**src/rtl/ipl_seq_pkg.sv**
```systemverilog
package ipl_seq_pkg;

  typedef enum logic [1:0] {
    S_IDLE       = 2'd0,
    S_RESET_HOLD = 2'd1,
    S_WAIT_TAG   = 2'd2,
    S_DONE       = 2'd3
  } ipl_state_t;

  localparam logic [1:0] SEL_PRIMARY   = 2'b01;
  localparam logic [1:0] SEL_ALTERNATE = 2'b10;
  localparam logic [1:0] SEL_NONE      = 2'b00;

  // Minimum reset length in clocks, rounded up, never below one.
  function automatic int unsigned min_hold_cycles(input int unsigned freq_hz,
                                                  input int unsigned min_ns);
    longint unsigned prod;
    longint unsigned cyc;
    prod = longint'(freq_hz) * longint'(min_ns);
    cyc  = (prod + 64'd999_999_999) / 64'd1_000_000_000;
    if (cyc == 0) cyc = 1;
    return int'(cyc);
  endfunction

  function automatic int unsigned max_u(input int unsigned a, input int unsigned b);
    return (a > b) ? a : b;
  endfunction

endpackage

```
**src/rtl/ipl_tag_sync.sv**
```systemverilog
module ipl_tag_sync #(
  parameter int unsigned STAGES = 2
) (
  input  logic clk,
  input  logic rst_n,
  input  logic tag_async,
  output logic tag_q
);
  logic [STAGES-1:0] chain;

  always_ff @(posedge clk or negedge rst_n) begin
    if (!rst_n) chain <= '0;
    else        chain <= {chain[STAGES-2:0], tag_async};
  end

  assign tag_q = chain[STAGES-1];

endmodule

```
**src/rtl/ipl_down_timer.sv**
```systemverilog
module ipl_down_timer #(
  parameter int unsigned W = 12
) (
  input  logic         clk,
  input  logic         rst_n,
  input  logic         load,
  input  logic [W-1:0] load_val,
  input  logic         en,
  output logic         zero
);
  logic [W-1:0] cnt;

  always_ff @(posedge clk or negedge rst_n) begin
    if (!rst_n)                cnt <= '0;
    else if (load)             cnt <= load_val;
    else if (en && cnt != '0)  cnt <= cnt - 1'b1;
  end

  assign zero = (cnt == '0);

  AST_TIMER_HOLDS_AT_ZERO: assert property (@(posedge clk) disable iff (!rst_n)
    (!load && zero) |=> zero);

endmodule

```
**src/rtl/ipl_seq_ctrl.sv**
```systemverilog
module ipl_seq_ctrl
  import ipl_seq_pkg::*;
#(
  parameter int unsigned CLK_FREQ_HZ    = 250_000_000,
  parameter int unsigned RESET_MIN_NS   = 4800,
  parameter int unsigned TIMEOUT_CYCLES = 2000,
  parameter int unsigned SYNC_STAGES    = 2
) (
  input  logic       clk,
  input  logic       rst_n,
  input  logic       load_key,
  input  logic       src_alt,
  input  logic       ipl_tag,
  output logic       init_ipl,
  output logic [1:0] ipl_status,
  output logic       sys_reset,
  output logic       boot_accepted,
  output logic       timeout_err
);
  localparam int unsigned HOLD_CYC = min_hold_cycles(CLK_FREQ_HZ, RESET_MIN_NS);
  localparam int unsigned TO_CYC   = (TIMEOUT_CYCLES == 0) ? 1 : TIMEOUT_CYCLES;
  localparam int unsigned CNT_MAX  = max_u(HOLD_CYC, TO_CYC);
  localparam int unsigned CNT_W    = $clog2(CNT_MAX + 1);
  localparam logic [CNT_W-1:0] HOLD_LOAD = CNT_W'(HOLD_CYC - 1);
  localparam logic [CNT_W-1:0] TO_LOAD   = CNT_W'(TO_CYC - 1);

  ipl_state_t state;
  logic       tag_q;
  logic       tmr_zero;

  // Named internal events
  logic press_ok, hold_done, tag_ok, wait_expired, tmr_load, tmr_en;
  logic [CNT_W-1:0] tmr_val;

  ipl_tag_sync #(.STAGES(SYNC_STAGES)) i_sync (
    .clk(clk), .rst_n(rst_n), .tag_async(ipl_tag), .tag_q(tag_q)
  );

  assign press_ok     = load_key && (state == S_IDLE || state == S_DONE);
  assign hold_done    = (state == S_RESET_HOLD) && tmr_zero;
  assign tag_ok       = (state == S_WAIT_TAG) && tag_q;
  assign wait_expired = (state == S_WAIT_TAG) && !tag_q && tmr_zero;
  assign tmr_load     = press_ok || hold_done;
  assign tmr_val      = press_ok ? HOLD_LOAD : TO_LOAD;
  assign tmr_en       = (state == S_RESET_HOLD) || (state == S_WAIT_TAG);

  ipl_down_timer #(.W(CNT_W)) i_timer (
    .clk(clk), .rst_n(rst_n), .load(tmr_load), .load_val(tmr_val),
    .en(tmr_en), .zero(tmr_zero)
  );

  always_ff @(posedge clk or negedge rst_n) begin
    if (!rst_n) begin
      state         <= S_IDLE;
      init_ipl      <= 1'b0;
      ipl_status    <= SEL_NONE;
      sys_reset     <= 1'b0;
      boot_accepted <= 1'b0;
      timeout_err   <= 1'b0;
    end else begin
      boot_accepted <= tag_ok;
      timeout_err   <= wait_expired;
      if (press_ok) begin
        state      <= S_RESET_HOLD;
        init_ipl   <= 1'b1;
        ipl_status <= src_alt ? SEL_ALTERNATE : SEL_PRIMARY;
        sys_reset  <= 1'b1;
      end else if (hold_done) begin
        state     <= S_WAIT_TAG;
        sys_reset <= 1'b0;
      end else if (tag_ok) begin
        state      <= S_DONE;
        init_ipl   <= 1'b0;
        ipl_status <= SEL_NONE;
      end else if (wait_expired) begin
        state      <= S_IDLE;
        init_ipl   <= 1'b0;
        ipl_status <= SEL_NONE;
      end
    end
  end

  AST_STATUS_ZERO_WHEN_IDLE: assert property (@(posedge clk) disable iff (!rst_n)
    !init_ipl |-> (ipl_status == SEL_NONE));
  AST_STATUS_ONE_SOURCE: assert property (@(posedge clk) disable iff (!rst_n)
    init_ipl |-> ($countones(ipl_status) == 1));
  AST_RESET_WITHIN_INIT: assert property (@(posedge clk) disable iff (!rst_n)
    sys_reset |-> init_ipl);
  AST_STATUS_STABLE: assert property (@(posedge clk) disable iff (!rst_n)
    (init_ipl && $past(init_ipl)) |-> $stable(ipl_status));
  AST_NO_ACCEPT_IN_RESET: assert property (@(posedge clk) disable iff (!rst_n)
    sys_reset |-> !boot_accepted);
  AST_ACCEPT_DROPS_INIT: assert property (@(posedge clk) disable iff (!rst_n)
    boot_accepted |-> (!init_ipl && $past(init_ipl)));
  AST_ERR_ONE_CYCLE: assert property (@(posedge clk) disable iff (!rst_n)
    timeout_err |=> !timeout_err);
  AST_ERR_EXCLUSIVE: assert property (@(posedge clk) disable iff (!rst_n)
    !(timeout_err && boot_accepted));

endmodule

```
**config.mk**
```make
export PLATFORM = sky130hd
export DESIGN_NAME = ipl_seq_ctrl
export DESIGN_NICKNAME = d
export VERILOG_FILES = /design/src/rtl/ipl_seq_pkg.sv /design/src/rtl/ipl_tag_sync.sv /design/src/rtl/ipl_down_timer.sv /design/src/rtl/ipl_seq_ctrl.sv
export SDC_FILE = /design/constraint.sdc
export NUM_CORES = 1
export LEC_CHECK = 0
export ABC_AREA = 1
export ABC_CLOCK_PERIOD_IN_PS = 1700
export BUFFER_PORTS_ARGS = -buffer_cell sky130_fd_sc_hd__buf_2
export CAP_MARGIN = 20
export CORE_MARGIN = 5
export CORE_UTILIZATION = 40
export DETAILED_ROUTE_END_ITERATION = 8
export SLEW_MARGIN = 20
export SYNTH_ARGS = -nofsm -noshare
export SYNTH_HDL_FRONTEND = slang
export SYNTH_SLANG_ARGS = --single-unit
```
**constraint.sdc**
```tcl
create_clock -name clk -period 1.7 [get_ports clk]
set_clock_uncertainty 0.05 [all_clocks]
set_input_delay 0 -clock clk [delete_from_list [all_inputs] [get_ports clk]]
set_output_delay 0 -clock clk [all_outputs]
set_load 0.01 [all_outputs]
```
# Yosys cells after proc, flatten, opt, wreduce, memory -nomap -nowiden

Cells that the tools add are included.

Flip-flop bits (word level): 21
Bits of input ports: 5
Output and inout port bits: 6
Word-level logic and storage cells: 48

$add $sub $neg: 1
Equality and inequality tests: 4
Mux-type cells: 17
Reduce and logical (&&, ||, !) cells: 18

Operator list:

| cell                    | number |
|---|---|
| $mux W11                | 2 |
| $mux W2                 | 8 |
| $logic_not A11 Y1       | 1 |
| $reduce_bool A11 Y1     | 1 |
| $sub A11 B1 Y11 const B | 1 |
| $mux W10                | 1 |
| $logic_and A1 B1 Y1     | 6 |
| $mux W1                 | 6 |
| $eq A2 B2 Y1 const B    | 2 |
| $reduce_bool A2 Y1      | 2 |
| $reduce_bool A4 Y1      | 1 |
| $logic_or A1 B1 Y1      | 3 |
| $reduce_bool A3 Y1      | 1 |
| $eq A2 B1 Y1 const B    | 1 |
| $logic_not A2 Y1        | 1 |
| $ne A2 B2 Y1 const B    | 1 |
| $reduce_and A2 Y1       | 1 |
| $logic_not A1 Y1        | 1 |

# Longest topological paths before layout

Gate-level depths: netlist of run 1.

Depth after elaboration: 7
Depth in mapped cells: 11
Mapped depth without buffers: 11

# By module

A second synthesis of run 1 with hierarchy kept.

Cell total of the unflattened synthesis: 186
Area, all modules: 1321.3 um^2

Modules (own cells, without submodules):

| module         | instances | cells each | area each (um^2) | sequential area each (um^2) |
|---|---|---|---|---|
| ipl_down_timer | 1         | 139        | 879.6            | 275.3 |
| ipl_seq_ctrl   | 1         | 45         | 391.6            | 200.2 |
| ipl_tag_sync   | 1         | 2          | 50.0             | 50.0 |

# Least setup slack after synthesis of run 1

OpenSTA, ideal clock, no wires.

Path kind: register to register
Start: register state[0]
End: register state[0]
Arrival: 1413 ps
Path slack: 118 ps
Cell stages (with the launch flop): 8
Buffers on the path: 1
Period minus slack after synthesis: 1582 ps
Cell sequence: dfrtp_1 > inv_1 > ha_1 > nand2_1 > clkbuf_1 > inv_1 > a21oi_1 > nand2_1

Longest elaborated chain between the ends: 5
Elaborated cells on any way between the ends: 14
Those cells by class: 3 x eq/ne; 3 x mux; 8 x reduce/logical

Ends and longest elaborated chain:

| element                  | RTL line                               | source |
|---|---|---|
| start: declaration       | ipl_seq_ctrl.sv:27                     | `ipl_state_t state;` |
| start signal: assignment | ipl_seq_ctrl.sv:54                     | `state <= S_IDLE;` |
| start signal: assignment | ipl_seq_ctrl.sv:64                     | `state <= S_RESET_HOLD;` |
| start signal: assignment | ipl_seq_ctrl.sv:69                     | `state <= S_WAIT_TAG;` |
| $eq A2 B2 Y1             | ipl_seq_ctrl.sv:41, ipl_seq_ctrl.sv:42 |  |
| $logic_and A1 B1 Y1      | ipl_seq_ctrl.sv:41                     | `assign tag_ok = (state == S_WAIT_TAG) && tag_q;` |
| $mux W2                  | ipl_seq_ctrl.sv:71                     | `end else if (tag_ok) begin` |
| $mux W2                  | ipl_seq_ctrl.sv:68                     | `end else if (hold_done) begin` |
| $mux W2                  | ipl_seq_ctrl.sv:63                     | `if (press_ok) begin` |

Several ways; a longest one is shown, not always the timed one.
A chain may end at the register's enable or synchronous reset.

# Final worst setup path of run 1

Start: register i_timer.cnt[0]
End: register i_timer.cnt[5]

Longest elaborated chain between the ends: 4
Elaborated cells on any way between the ends: 9
Those cells by class: 1 x add/sub; 2 x mux; 6 x reduce/logical

Ends and longest elaborated chain:

| element                                                                 | RTL line             | source |
|---|---|---|
| start: declaration                                                      | ipl_down_timer.sv:11 | `logic [W-1:0] cnt;` |
| start signal: assignment                                                | ipl_down_timer.sv:15 | `else if (load) cnt <= load_val;` |
| start signal: assignment                                                | ipl_down_timer.sv:16 | `else if (en && cnt != '0) cnt <= cnt - 1'b1;` |
| parallel branches: the longest is 4 deep, another holds $sub A11 B1 Y11 | n/a                  |  |

Parallel ways; which one is timed is not known. The select of a mux whose other input is x is not followed.

==> results of run 1 <==
worst paths after layout:
| kind | slack (ps) | start | to | cells after the start |
|---|---|---|---|---|
| setup / recovery | 60 | i_timer.cnt[0]$_DFFE_PN0P_ | i_timer.cnt[5]$_DFFE_PN0P_ | 10 |
| hold / removal | 30 | load_key | sys_reset$_DFFE_PN0P_ | 4 |
| setup reg to reg | 60 | i_timer.cnt[0]$_DFFE_PN0P_ | i_timer.cnt[5]$_DFFE_PN0P_ | 10 |
| hold reg to reg | 320 | i_sync.chain[0]$_DFF_PN0_ | i_sync.chain[1]$_DFF_PN0_ | 0 |
| max in group asynchronous | 1160 | rst_n | init_ipl$_DFFE_PN0P_ | 2 |
| min in group asynchronous | 110 | rst_n | i_timer.cnt[2]$_DFFE_PN0P_ | 2 |
area by class of cell:
type / instances / area [µm²]
Fill cell: 302 / 1490
Multi-Input combinational cell: 112 / 651
Sequential cell: 21 / 526
Timing Repair Buffer: 23 / 168
Inverter: 19 / 73.8
Tap cell: 33 / 41.3
Clock buffer: 4 / 26.3
registers in the layout, summed over array words and instances, names as in the netlist:
register,count
state,2
i_sync.chain,2
boot_accepted,1
i_timer.cnt,11
init_ipl,1
sys_reset,1
timeout_err,1
ipl_status,2
metrics by stage:
step | hold WS [ps] | setup WS, ps | TNS (ps) | std cells | total power, µW
6_report | 27.1 | 60.2 | 0 | 212 | 2030
5_1_grt | 31.9 | -16.9 | -45.1 | 212 | 2200
4_1_cts | 22.5 | 9.05 | 0 | 208 | 1910
3_5_place_dp | -56.0 | -30.3 | -45.4 | 199 | 1620
3_3_place_gp | -66.6 | 24.3 | 0 | 199 | 1600
2_1_floorplan | -346 | 118 | 0 | 153 | 1330
power by group:
group / total, µW / internal, µW / leakage (µW) / switching, µW
Clock: 252 / 91.9 / 0.0000150 / 161
Combinational: 1030 / 449 / 0.000473 / 578
Sequential: 754 / 632 / 0.000251 / 122
timing repair:
action	in CTS	in global routing
pin swaps	1	5
endpoints found under the hold margin	24	0
resized for setup	2	11
hold buffers	3	0
endpoints found under the setup margin	5	13
buffers inserted	2	4
routing by layer:
metal  part of all wire  vias to the layer above
li1                   -                      540
met1               0.43                      522
met4              0.022                        0
met2               0.52                       20
met5                  0                        -
met3              0.030                        5
placed cells by master (no fill, tap or decap), drive strengths merged:
cell	netlist	routed
xor2	1	1
nand3b	2	2
dlygate4sd3	0	3
clkbuf	1	4
nor4	1	1
o31ai	1	1
or2	1	1
o21bai	1	1
ha	4	4
dfrtp	21	21
nor2	16	16
nor3	1	1
buf	0	20
o211ai	1	1
nand4	3	3
o21ai	4	4
a21oi	4	4
inv	19	19
nand2	57	57
nand3	15	15
kinds of logic after synthesis:
family          synth area share
compound gates            0.0640
xor+xnor                 0.00723
fa+ha+maj                 0.0413
buf+inv                   0.0640
flops                      0.433
simple gates               0.390
worst max-delay path, delay by kind of cell, from the launching register on:
kind	cells	cell delay (ps)
simple gates	5	530
flops	1	420
buf+inv	3	240
compound gates	1	200
fa+ha+maj	1	140
==> run summary, run 1 <==
critical path class - flip-flop to flip-flop
DRT iter0 DRCs - 27
top-level I/O count - 11
Core Rows - 20
clk sinks - 21
Final GP Congestion - 0.807
CP max FO - 6
Area contributors post-synth - dfrtp_1 43%, nand2_1 17%, inv_1 5.0%, nand3_1 4.5%, ha_1 4.1%
# nets final - 189
Slew @ Worst Pin - 475 ps
FFs w/ async S/R, synth - 1.00
layout cells sized above 1 - 0.291
GR Overflow Total - 0
drt pass-1 iters - 6
Post-synth EDFFs - 0
final worst path period need - 1640 ps
Yosys warnings - 0
CTS tree - yes
Worst path max stage delay - 420 ps
hpwl dp - 2.08 mm
Distinct cells, synth - 28
M1 GR Usage - 0.175
synthesized flop and latch total - 21
routing usage on met3 - 0.0277
busiest layer in global routing - met2
Worst path most repeated cell - nand2_1
Vias - 1,087
DRC Markers - 0
Detail Route Antenna Nets - 0
Leak - 0.000738 µW
DRT Wirelength - 2.80 mm
WP data required - 1910 ps
Final Util - 0.499
H-tree Lvls - 1
n_diodes - 0
first-pass GRT wire length - 4.94 mm
wire per inst - 13.2 µm
Yosys top cell area share - 0.433
final hold viol count - 0
drt via density - 5.13
Total GRT Usage - 0.151
crit share post-route - 0.965
Syn Inst Count - 153
crit-path cells - inv_2 -> ha_4 -> inv_1 -> nor2_2 -> nand3_2 -> o21bai_4 -> nand3_4 -> inv_4 -> nand2_1 -> nand2_1
PD cells - 1370 nW/µm²
Worst setup SP type - flip-flop
top cell type by total area after synthesis - dfrtp_1
Finished Cell Area - 1490 µm²
Net Count, Synth - 162
initial antenna violation count - 0
port bufs - 10
status - completed
CTS Buf Count - 3
die area - 4230 µm²
vias in the first global route - 1,138
area of the core - 2980 µm²
Peak VDD IR - 0.603 mV
most common cell in the netlist - nand2_1
Primary FF master, synth - dfrtp_1
Cell Area, Placed - 1340 µm²
Final setup violation count - 0
Starting Density - 0.407
Worst setup EP type - flip-flop
Worst-path clk slew - 120 ps
die span in y - 65.1 µm
Die X - 65.1 µm
Skew-Pair Late Insertion Delay - 320 ps
Hold Path Class - input pin to flip-flop
max-slew violation count - 0
Worst slew margin - 0.684
FMAX - 610 MHz
Seq/Total Area, Yosys - 0.433
Mapped Area - 1210 µm²
CTS Root Cell - clkbuf_4
Critical Path Slowest Stage Cell - dfrtp_1
Clock Tree Buf Depth - 2
largest net degree at the start of global routing - 22
Area growth syn-to-layout - 22.5%
CP arrival - 1850 ps
Synth top cells by count - 55 x nand2_1, 21 x dfrtp_1, 16 x inv_1
met2 Resource Use GR - 0.267
MaxCap Viol Count - 0
Avg Inst Size Synth - 7.92 µm²
Power figures use the tool's default switching activity.
==> inputs of run 2 (changes only) <==
--- a/config.mk
+++ b/config.mk
@@ -5,8 +5,7 @@
 export SDC_FILE = /design/constraint.sdc
 export NUM_CORES = 1
 export LEC_CHECK = 0
-export ABC_AREA = 1
-export ABC_CLOCK_PERIOD_IN_PS = 1700
+export ABC_CLOCK_PERIOD_IN_PS = 2100
 export BUFFER_PORTS_ARGS = -buffer_cell sky130_fd_sc_hd__buf_2
 export CAP_MARGIN = 20
 export CORE_MARGIN = 5
==> constraint.sdc (replaced) <==
create_clock -name clk -period 2.1 [get_ports clk]
set_clock_uncertainty 0.05 [all_clocks]
set_input_delay 0 -clock clk [delete_from_list [all_inputs] [get_ports clk]]
set_output_delay 0 -clock clk [all_outputs]
set_load 0.01 [all_outputs]
==> run summary, run 2 <==
status - completed
Total GRT Usage - 0.123 (-0.0286)
post-cts sizing count - 0 (-2)
Mapped Area - 1090 µm² (-9.9%)
Slew @ Worst Pin - 482 ps (+7.36 ps)
Worst setup EP type - flip-flop
n_diodes - 0 (unchanged)
MaxCap Viol Count - 0 (unchanged)
max-slew violation count - 0 (unchanged)
initial antenna violation count - 0 (unchanged)
dpl cells - 143 (-28%)
most common cell after layout, fill and taps aside - dfrtp_1
Clk pwr share - 0.323 (+0.199)
DRT Wirelength - 2.26 mm (-19%)
fillcell total - 258 (-15%)
drt pass-1 iters - 4 (-2)
synthesized flop and latch total - 21 (unchanged)
Area contributors post-synth - dfrtp_1 48%, ha_1 4.6%, inv_1 2.4%, nand2_1 2.4%, a311oi_1 2.4%
Hold Path Class - input pin to asynchronous set/reset pin
Die X - 62.3 µm (-4.3%)
DRT iter0 DRCs - 16 (-41%)
drt via density - 5.53 (+7.8%)
CTS Buf Count - 3 (unchanged)
Final GP Congestion - 0.802 (-0.63%)
min setup slack post-route - 94.0 ps (+33.8 ps)
FMAX - 499 MHz (-18%)
Vias - 846 (-22%)
area of the core - 2690 µm² (-9.8%)
Largest register FFs - 11 (unchanged)
port bufs - 10 (unchanged)
wire per inst - 14.8 µm (+12%)
Syn Inst Count - 104 (-32%)
crit share post-route - 0.955 (-0.00938)
largest net degree at the start of global routing - 22 (unchanged)
PD cells - 501 nW/µm² (-63%)
CTS Root Cell - clkbuf_4
Yosys warnings - 0 (unchanged)
Net Sw Frac - 0.229 (-0.194)
CP max FO - 6 (unchanged)
Detail Route Antenna Nets - 0 (unchanged)
die area - 3880 µm² (-8.4%)
hpwl dp - 1.61 mm (-23%)
most frequent cells in the layout - 21 x dfrtp_1, 10 x buf_2, 7 x inv_1, 7 x nand2_1
Final Util - 0.468 (-0.0311)
reg2reg start - i_timer.cnt[0]$_DFFE_PN0P_
final hold viol count - 0 (unchanged)
Comb pwr share - 0.031 (-0.474)
CTS tree - yes
Finished Layout Cells - 153 (-28%)
Distinct cells, synth - 38 (+36%)
Largest Register - i_timer.cnt
layout cells sized above 1 - 0.156 (-0.135)
Leak - 0.000590 µW (-20%)
net load switching power - 144 µW (-83%)
H-tree Lvls - 1 (unchanged)
Clock Tree Buf Depth - 2 (unchanged)
DRC Markers - 0 (unchanged)
Final setup violation count - 0 (unchanged)
Worst setup SP type - flip-flop
clk sinks - 21 (unchanged)
most common cell in the netlist - dfrtp_1
Starting Density - 0.407 (-0.000529)
Primary FF master, synth - dfrtp_1
# nets final - 132 (-30%)
dpl ws - 88.8 ps (+119 ps)
final worst path period need - 2010 ps (+366 ps)
Area growth syn-to-layout - 15.0%
top cell type by total area after synthesis - dfrtp_1
first-pass GRT wire length - 3.79 mm (-23%)
Seq pwr share - 0.647 (+0.276)
Core Rows - 19 (-5.0%)
Net Count, Synth - 113 (-30%)
Int Power - 485 µW (-59%)
Cell Area, Placed - 1170 µm² (-13%)
Seq/Total Area, Yosys - 0.481 (+0.0477)
Worst-path clk slew - 120 ps (about the same)
Worst slew margin - 0.679 (-0.00490)
R2R Setup Slk - 90 ps (+30 ps)
FFs w/ async S/R, synth - 1.00 (unchanged)
Min Hold Slack - 114 ps (+86.7 ps)
vias in the first global route - 815 (-28%)
Finished Cell Area - 1260 µm² (-15%)
top-level I/O count - 11 (unchanged)
critical path class - flip-flop to flip-flop
WP data required - 2270 ps (+360 ps)
GR Overflow Total - 0 (unchanged)
Synth top cells by count - 21 x dfrtp_1, 7 x inv_1, 7 x nand2_1
die span in y - 62.3 µm (-4.3%)
Post-synth EDFFs - 0 (unchanged)
Peak VDD IR - 0.524 mV (-13%)
Skew-Pair Late Insertion Delay - 310 ps (about the same)
Yosys top cell area share - 0.481 (+0.0477)
Worst setup startpoint - i_timer.cnt[0]$_DFFE_PN0P_
Avg Inst Size Synth - 10.5 µm² (+33%)
CP arrival - 2180 ps (+330 ps)
[run 2: changes by cell type after synthesis, sizes merged, moves of 3 or more]
cell / change
nand3: -10
nor2b: +3
a211oi: +3
inv: -12
and3: +3
nand4: -3
nand2: -50
a311oi: +3
nor2: -11
[run 2: area by class of cell]
type / count / area, µm² / area share
inverters: 7 / 26.3 / 0.0209
clock buffers: 3 / 22.5 / 0.0179
multi-input cells: 73 / 526 / 0.418
clock inverters: 1 / 5.00 / 0.00398
well taps: 31 / 38.8 / 0.0309
flip-flops and latches: 21 / 526 / 0.418
repair buffers: 17 / 113 / 0.0896
[run 2: power groups by stage]
stage	clock network [µW]	logic, µW	registers, µW
after CTS	214	20.1	407
after global placement	0	14.1	415
after detailed placement	0	14.5	415
final	203	19.3	407
after global routing	226	22.5	407
after floorplan	0	0.469	415
[run 2: worst paths after layout]
kind,cells past startpoint,end
min in group clk,2,i_sync.chain[0]$_DFF_PN0_
worst max-delay path,7,i_timer.cnt[8]$_DFFE_PN0P_
max in group asynchronous,2,i_sync.chain[1]$_DFF_PN0_
worst min-delay path,2,i_timer.cnt[2]$_DFFE_PN0P_
worst max register to register,7,i_timer.cnt[8]$_DFFE_PN0P_
worst min register to register,0,i_sync.chain[1]$_DFF_PN0_
[run 2: metal layers]
metal	routed length, µm	GRT usage	vias to the layer above
met1	1160	0.169	402
li1	-	-	433
met3	55	0.0198	2
met4	31	0.0796	0
met2	1010	0.176	9
met5	0	0	-
[run 2: critical path, stage by stage (launching register included)]
cell and delay, ps:
dfrtp_1 440, inv_1 90, ha_1 150, nor4b_4 340, buf_4 200, and4_1 320
a311oi_1 80, a311oi_1 250
[run 2: kinds of logic (layout without fill, tap and decap cells)]
family | count (synthesis) | count (layout) | share of synthesized area
AND/OR/NAND/NOR | 37 | 37 | 0.220
AO/OA/AOI/OAI | 30 | 30 | 0.198
flip-flops | 21 | 21 | 0.481
buffers and inverters | 10 | 28 | 0.0378
adder cells (fa/ha/maj) | 4 | 4 | 0.0458
XOR/XNOR | 1 | 1 | 0.00802
multiplexers | 1 | 1 | 0.00916
[run 2: through the flow]
stage | total power, µW | TNS (ps)
finish | 629 | 0
CTS | 641 | 0
detailed placement | 429 | 0
global route | 656 | -1.80
global placement | 429 | 0
floorplan | 415 | 0
[run 2: repair_timing]
| action | 4_1_cts | 5_1_grt |
|---|---|---|
| setup endpoints to repair | 0 | 6 |
| setup buffers | 0 | 2 |
| hold buffers | 4 | 0 |
| hold endpoints to repair | 26 | 0 |
